[src/rtl/irq_entry_pkg.sv]
package irq_entry_pkg;

    typedef enum logic [3:0] {
        ST_IDLE,
        ST_PUSH_FL,
        ST_PUSH_PC,
        ST_MASK,
        ST_ACK,
        ST_VEC_OFF,
        ST_VEC_SEG,
        ST_POP_PC,
        ST_POP_FL
    } seq_state_e;

    typedef enum logic [2:0] {
        SRC_NONE,
        SRC_NMI,
        SRC_MASK,
        SRC_SWI,
        SRC_RET
    } req_src_e;

    typedef struct packed {
        logic level;
        logic pend;
    } nmi_state_t;

endpackage

[src/rtl/irq_nmi_latch.sv]
module irq_nmi_latch
    import irq_entry_pkg::*;
(
    input  logic clk,
    input  logic rst_n,
    input  logic nmi_i,
    input  logic take_i,
    output logic pend_o
);

    nmi_state_t st_d, st_q;
    logic       rise;

    always_comb begin
        rise        = nmi_i & ~st_q.level;
        st_d.level  = nmi_i;
        st_d.pend   = (st_q.pend & ~take_i) | rise;
    end

    always_ff @(posedge clk or negedge rst_n) begin
        if (!rst_n) begin
            st_q <= '0;
        end else begin
            st_q <= st_d;
        end
    end

    assign pend_o = st_q.pend;

endmodule

[src/rtl/irq_src_arb.sv]
module irq_src_arb
    import irq_entry_pkg::*;
(
    input  logic     nmi_pend_i,
    input  logic     mask_req_i,
    input  logic     ie_i,
    input  logic     swi_req_i,
    input  logic     ret_req_i,
    output req_src_e src_o
);

    logic mask_ok;

    always_comb begin
        mask_ok = mask_req_i & ie_i;
        if (nmi_pend_i) begin
            src_o = SRC_NMI;
        end else if (mask_ok) begin
            src_o = SRC_MASK;
        end else if (swi_req_i) begin
            src_o = SRC_SWI;
        end else if (ret_req_i) begin
            src_o = SRC_RET;
        end else begin
            src_o = SRC_NONE;
        end
    end

endmodule

[src/rtl/irq_vec_addr.sv]
module irq_vec_addr #(
    parameter  int TYPE_W     = 8,
    parameter  int SLOT_BYTES = 4,
    parameter  int SEG_OFS    = 2,
    localparam int SLOT_SH    = $clog2(SLOT_BYTES),
    localparam int ADDR_W     = TYPE_W + SLOT_SH
) (
    input  logic [TYPE_W-1:0] type_i,
    input  logic              seg_sel_i,
    output logic [ADDR_W-1:0] addr_o
);

    logic [ADDR_W-1:0] base;

    generate
        if ((SLOT_BYTES & (SLOT_BYTES - 1)) == 0) begin : g_shift
            assign base = ADDR_W'(type_i) << SLOT_SH;
        end else begin : g_mult
            assign base = ADDR_W'(type_i) * ADDR_W'(SLOT_BYTES);
        end
    endgenerate

    assign addr_o = base + (seg_sel_i ? ADDR_W'(SEG_OFS) : '0);

endmodule

[src/rtl/irq_entry_ctrl.sv]
module irq_entry_ctrl
    import irq_entry_pkg::*;
#(
    parameter  int TYPE_W     = 8,
    parameter  int NMI_TYPE   = 2,
    parameter  int SLOT_BYTES = 4,
    parameter  int SEG_OFS    = 2,
    localparam int ADDR_W     = TYPE_W + $clog2(SLOT_BYTES)
) (
    input  logic              clk,
    input  logic              rst_n,
    input  logic              mask_req_i,
    input  logic              nmi_i,
    input  logic              ie_i,
    input  logic              cyc_end_i,
    input  logic [TYPE_W-1:0] dev_type_i,
    input  logic              swi_req_i,
    input  logic [TYPE_W-1:0] swi_type_i,
    input  logic              ret_req_i,
    input  logic              pop_ie_i,
    output logic              busy_o,
    output logic              done_o,
    output logic              push_flags_o,
    output logic              push_pc_o,
    output logic              ie_wr_o,
    output logic              ie_o,
    output logic              ack_o,
    output logic              vec_rd_o,
    output logic [ADDR_W-1:0] vec_addr_o,
    output logic              ld_ip_o,
    output logic              ld_cs_o,
    output logic              pop_pc_o,
    output logic              pop_flags_o
);

    typedef struct packed {
        seq_state_e        st;
        req_src_e          src;
        logic [TYPE_W-1:0] vtype;
    } ctl_t;

    ctl_t     ctl_d, ctl_q;
    logic     nmi_pend;
    logic     take_nmi;
    req_src_e arb_src;

    irq_nmi_latch u_nmi (
        .clk    (clk),
        .rst_n  (rst_n),
        .nmi_i  (nmi_i),
        .take_i (take_nmi),
        .pend_o (nmi_pend)
    );

    irq_src_arb u_arb (
        .nmi_pend_i (nmi_pend),
        .mask_req_i (mask_req_i),
        .ie_i       (ie_i),
        .swi_req_i  (swi_req_i),
        .ret_req_i  (ret_req_i),
        .src_o      (arb_src)
    );

    irq_vec_addr #(
        .TYPE_W     (TYPE_W),
        .SLOT_BYTES (SLOT_BYTES),
        .SEG_OFS    (SEG_OFS)
    ) u_vec (
        .type_i    (ctl_q.vtype),
        .seg_sel_i (ctl_q.st == ST_VEC_SEG),
        .addr_o    (vec_addr_o)
    );

    // next-state computation for the sequencer
    always_comb begin
        ctl_d    = ctl_q;
        take_nmi = 1'b0;
        unique case (ctl_q.st)
            ST_IDLE: begin
                if (cyc_end_i && (arb_src != SRC_NONE)) begin
                    ctl_d.src = arb_src;
                    ctl_d.st  = (arb_src == SRC_RET) ? ST_POP_PC : ST_PUSH_FL;
                    if (arb_src == SRC_NMI) begin
                        ctl_d.vtype = TYPE_W'(NMI_TYPE);
                        take_nmi    = 1'b1;
                    end else begin
                        ctl_d.vtype = swi_type_i;
                    end
                end
            end
            ST_PUSH_FL: ctl_d.st = ST_PUSH_PC;
            ST_PUSH_PC: ctl_d.st = ST_MASK;
            ST_MASK:    ctl_d.st = ST_ACK;
            ST_ACK: begin
                ctl_d.st = ST_VEC_OFF;
                if (ctl_q.src == SRC_MASK) begin
                    ctl_d.vtype = dev_type_i;
                end
            end
            ST_VEC_OFF: ctl_d.st = ST_VEC_SEG;
            ST_VEC_SEG: begin
                ctl_d.st  = ST_IDLE;
                ctl_d.src = SRC_NONE;
            end
            ST_POP_PC:  ctl_d.st = ST_POP_FL;
            ST_POP_FL: begin
                ctl_d.st  = ST_IDLE;
                ctl_d.src = SRC_NONE;
            end
            default: begin
                ctl_d.st  = ST_IDLE;
                ctl_d.src = SRC_NONE;
            end
        endcase
    end

    always_ff @(posedge clk or negedge rst_n) begin
        if (!rst_n) begin
            ctl_q.st    <= ST_IDLE;
            ctl_q.src   <= SRC_NONE;
            ctl_q.vtype <= '0;
        end else begin
            ctl_q <= ctl_d;
        end
    end

    // strobes decoded from the state register
    assign busy_o       = (ctl_q.st != ST_IDLE);
    assign push_flags_o = (ctl_q.st == ST_PUSH_FL);
    assign push_pc_o    = (ctl_q.st == ST_PUSH_PC);
    assign ie_wr_o      = (ctl_q.st == ST_MASK) || (ctl_q.st == ST_POP_FL);
    assign ie_o         = (ctl_q.st == ST_POP_FL) && pop_ie_i;
    assign ack_o        = (ctl_q.st == ST_ACK) && (ctl_q.src == SRC_MASK);
    assign ld_ip_o      = (ctl_q.st == ST_VEC_OFF);
    assign ld_cs_o      = (ctl_q.st == ST_VEC_SEG);
    assign vec_rd_o     = ld_ip_o || ld_cs_o;
    assign pop_pc_o     = (ctl_q.st == ST_POP_PC);
    assign pop_flags_o  = (ctl_q.st == ST_POP_FL);
    assign done_o       = ld_cs_o || pop_flags_o;

endmodule

[config.mk]
export PLATFORM = sky130hd
export DESIGN_NAME = irq_entry_ctrl
export DESIGN_NICKNAME = d
export VERILOG_FILES = /design/src/rtl/irq_entry_pkg.sv /design/src/rtl/irq_nmi_latch.sv /design/src/rtl/irq_src_arb.sv /design/src/rtl/irq_vec_addr.sv /design/src/rtl/irq_entry_ctrl.sv
export SDC_FILE = /design/constraint.sdc
export NUM_CORES = 1
export LEC_CHECK = 0
export BUFFER_PORTS_ARGS = -buffer_cell sky130_fd_sc_hd__buf_2
export CORE_MARGIN = 8
export CORE_UTILIZATION = 52
export CTS_BUF_LIST = sky130_fd_sc_hd__clkbuf_8
export CTS_CLUSTER_DIAMETER = 30
export DETAILED_ROUTE_END_ITERATION = 6
export PLACE_DENSITY = 0.91
export SYNTH_ARGS = -nofsm -noshare
export SYNTH_HDL_FRONTEND = slang
export SYNTH_HIERARCHICAL = 1
export SYNTH_SLANG_ARGS = --single-unit
[constraint.sdc]
create_clock -name clk -period 2.95 [get_ports clk]
set_input_delay 0.295 -clock clk [delete_from_list [all_inputs] [get_ports clk]]
set_output_delay 0.295 -clock clk [all_outputs]
set_load 0.005 [all_outputs]
==> reports/qor.csv <==
metric,value,unit
total_leakage_power,0.659,nW
core-area,1920,sq um
drv.max_cap_violation_count,0,
post-synth-top-area-cell,sky130_fd_sc_hd__dfrtp_1,
wirelength,2470,um
worstPathArrival,1580,ps
synth.yosys.warnings,6,
finish.net_count,173,
die_w,60.5,um
die-height,60.5,um
timing.fmax,533,MHz
min_path_cells,1,
timing_hold_violations_final,0,
required,2650,ps
clk_latency_worst_skew_pair,250,ps
timing.critical_path.from_type,register,
multi_input_gate_area,479,sq um
timing.critical_path.slowest_cell_delay,540,ps
reg2reg_depth,5,
postSynth.topFlopCell,sky130_fd_sc_hd__dfrtp_1,
async_flop_share,100,%
floorplan.rows,16,
post_synth_main_area_contributors,"sky130_fd_sc_hd__dfrtp_1, sky130_fd_sc_hd__buf_4, sky130_fd_sc_hd__a22oi_1",
drtIter0Drc,35,
rrSetupSlack,1080,ps
r2r_start,u_nmi/pend_o$_DFF_PN0_,
layout_filler_cell_count,177,
synthMostInstantiatedCell,sky130_fd_sc_hd__dfrtp_1,
grt_setup_unrepaired,false,
timing.final.max_slew_violations,0,
synthDistinctLibCells,36,
crit_path_slowest_cell,sky130_fd_sc_hd__dfrtp_1,
max_slew.worst_pin.slew,594,ps
fin_worst_skew,1.32,ps
globalplace.congestion,0.886,
postSynthAreaPerCell,9.21,sq um
synth_enable_flop_cells,0,
antenna_found_initial,0,
timing.final.crit_period,1880,ps
yosysSeqAreaShare,41.3,%
port_buffer_cells,45,
cts-htree-levels,1,
worst_r2r_endpoint,ctl_q[1]$_DFFE_PN0P_,
route.vias.total,926,
io-pin-count,47,
final-setup-viol-count,0,
cts_tree,built,
dr.pass1.iters,4,
first_global_vias,945,
hold_slack,161,ps
ys_ff_latch,17,
numCtsBuffers,3,
area_growth_from_synthesis_to_layout,20.8,%
regArea,425,sq um
timing.critical_path.cells,nand2b_1 -> nor2_1 -> or2_2 -> buf_2,
worst-path-max-fanout,12,
hpwl,1940,um
min_path_type,in -> reg,
worstPathBufferInverterCount,1,
synthCells,112,
period_share,63.6,%
post_drt_wl_per_cell,14.2,um
drive_above_1_share,40.8,%
synth_common_cells,"sky130_fd_sc_hd__dfrtp_1, sky130_fd_sc_hd__nor2_1, sky130_fd_sc_hd__nand2_1",
critPathTopFamily,simple AND/OR/NAND/NOR gates,
groute.usage.overall,15.0,%
initial_utilization,53.6,%
synth_largest_type_area_fraction,41.3,%
gr-total-overflow,0,
post_synth_instance_area,1030,sq um
antenna_left,0,
cts_resized,0,
status,finished clean,
clkTransAtPathRegs,60,ps
worstSetupPathType,reg -> out,
cellPowerDensity,920,nW/um^2
fp.dieArea,3660,sq um
synth_nets,137,
clock_sinks,17,
hold-path-endpoint,u_nmi/st_q[1]$_DFF_PN0_,
grt_start_max_net_pins,18,
worst_slew_margin_rel,60.1,%
diodes,0,
avgViaCountPerCell,5.32,
min_from,nmi_i,
max-vdd-ir-drop,0.000464,V
clk_path_buf_depth,2,
post-route-drc-count,0,
worstSetupEndpointType,output pin,
clock-root-buffer,sky130_fd_sc_hd__clkbuf_8,
global_route_wire_length_before_repair,4170,um
final.setup.tns,0,ps
[sequential cells by signal (all words and copies together) (netlist names)]
register,cells
u_nmi/st_q,1
u_nmi/pend_o,1
ctl_q,15
[cell type report]
cell class | instances | share of cell area [%]
clock inverters | 1 | 0.302
repair buffers | 47 | 19.5
multi-input cells | 74 | 38.5
inverters | 5 | 1.51
well taps | 27 | 2.71
flip-flops and latches | 17 | 34.2
clock buffers | 3 | 3.32
[cell families (layout without fill, tap and decap cells)]
kind of cell	Yosys count	count (layout)	synth area share (%)
buf+inv	21	56	12.9
flops	17	17	41.3
other cells	1	1	0.364
compound gates	34	34	26.2
simple gates	39	39	19.3
[how the worst max path moves through the flow]
stage	slack (ps)	cells past startpoint	to	from
after floorplan	1290	6	ctl_q[2]$_DFFE_PN0P_	ctl_q[11]$_DFFE_PN0P_
after global placement	1150	7	ctl_q[1]$_DFFE_PN0P_	mask_req_i
after detailed placement	1040	7	ctl_q[1]$_DFFE_PN0P_	mask_req_i
after CTS	1070	4	done_o	ctl_q[14]$_DFFE_PN0P_
after global routing	960	5	ctl_q[1]$_DFFE_PN0P_	u_nmi/pend_o$_DFF_PN0_
final	1070	4	done_o	ctl_q[14]$_DFFE_PN0P_
[stage by stage]
step	total power, W	instance area (sq um)	cells	setup slack, ps	utilization [%]
after CTS	0.00116	1240	174	1070	64.8
after detailed placement	0.000984	1190	169	1040	61.9
after floorplan	0.000872	1030	112	1290	-
after global routing	0.00125	1240	174	957	64.8
final	0.00115	1240	174	1070	64.8
after global placement	0.000957	1190	169	1150	61.9
[layer usage]
metal | wire length [um] | GRT usage (%) | vias to the layer above
li1 | - | - | 457
met1 | 1010 | 16.2 | 422
met2 | 1110 | 23.9 | 43
met3 | 284 | 5.51 | 4
met4 | 65 | 10.6 | 0
met5 | 0 | 0 | -
[report_power, final]
part	leakage, nW	internal, W	switching (W)
clock	0.0269	0.0000923	0.0000777
combinational	0.414	0.000258	0.000280
sequential	0.218	0.000330	0.000107
[cell usage in the layout (no fill, tap or decap), drive strengths merged]
master and n:
nor4b 2, a22o 2, o31ai 2, inv 6, a41oi 1, and3 2
a31oi 1, o21ai 9, buf 46, dfrtp 17, and2 2, nand2 11
nor3 2, o22a 1, a221oi 1, o22ai 1, nor2 13, or2 1
or2b 1, and3b 2, a32o 1, conb 1, a21o 2, a22oi 7
nand2b 1, a21oi 5, o2bb2a 1, clkbuf 3, nor3b 1, or4 1
dlygate4sd3 1
[what timing repair did]
action                     CTS  global route
buffers inserted             0             0
setup endpoints to repair    0             0
hold endpoints to repair    17             0
hold buffers                 1             0
Power figures use the tool's default switching activity.
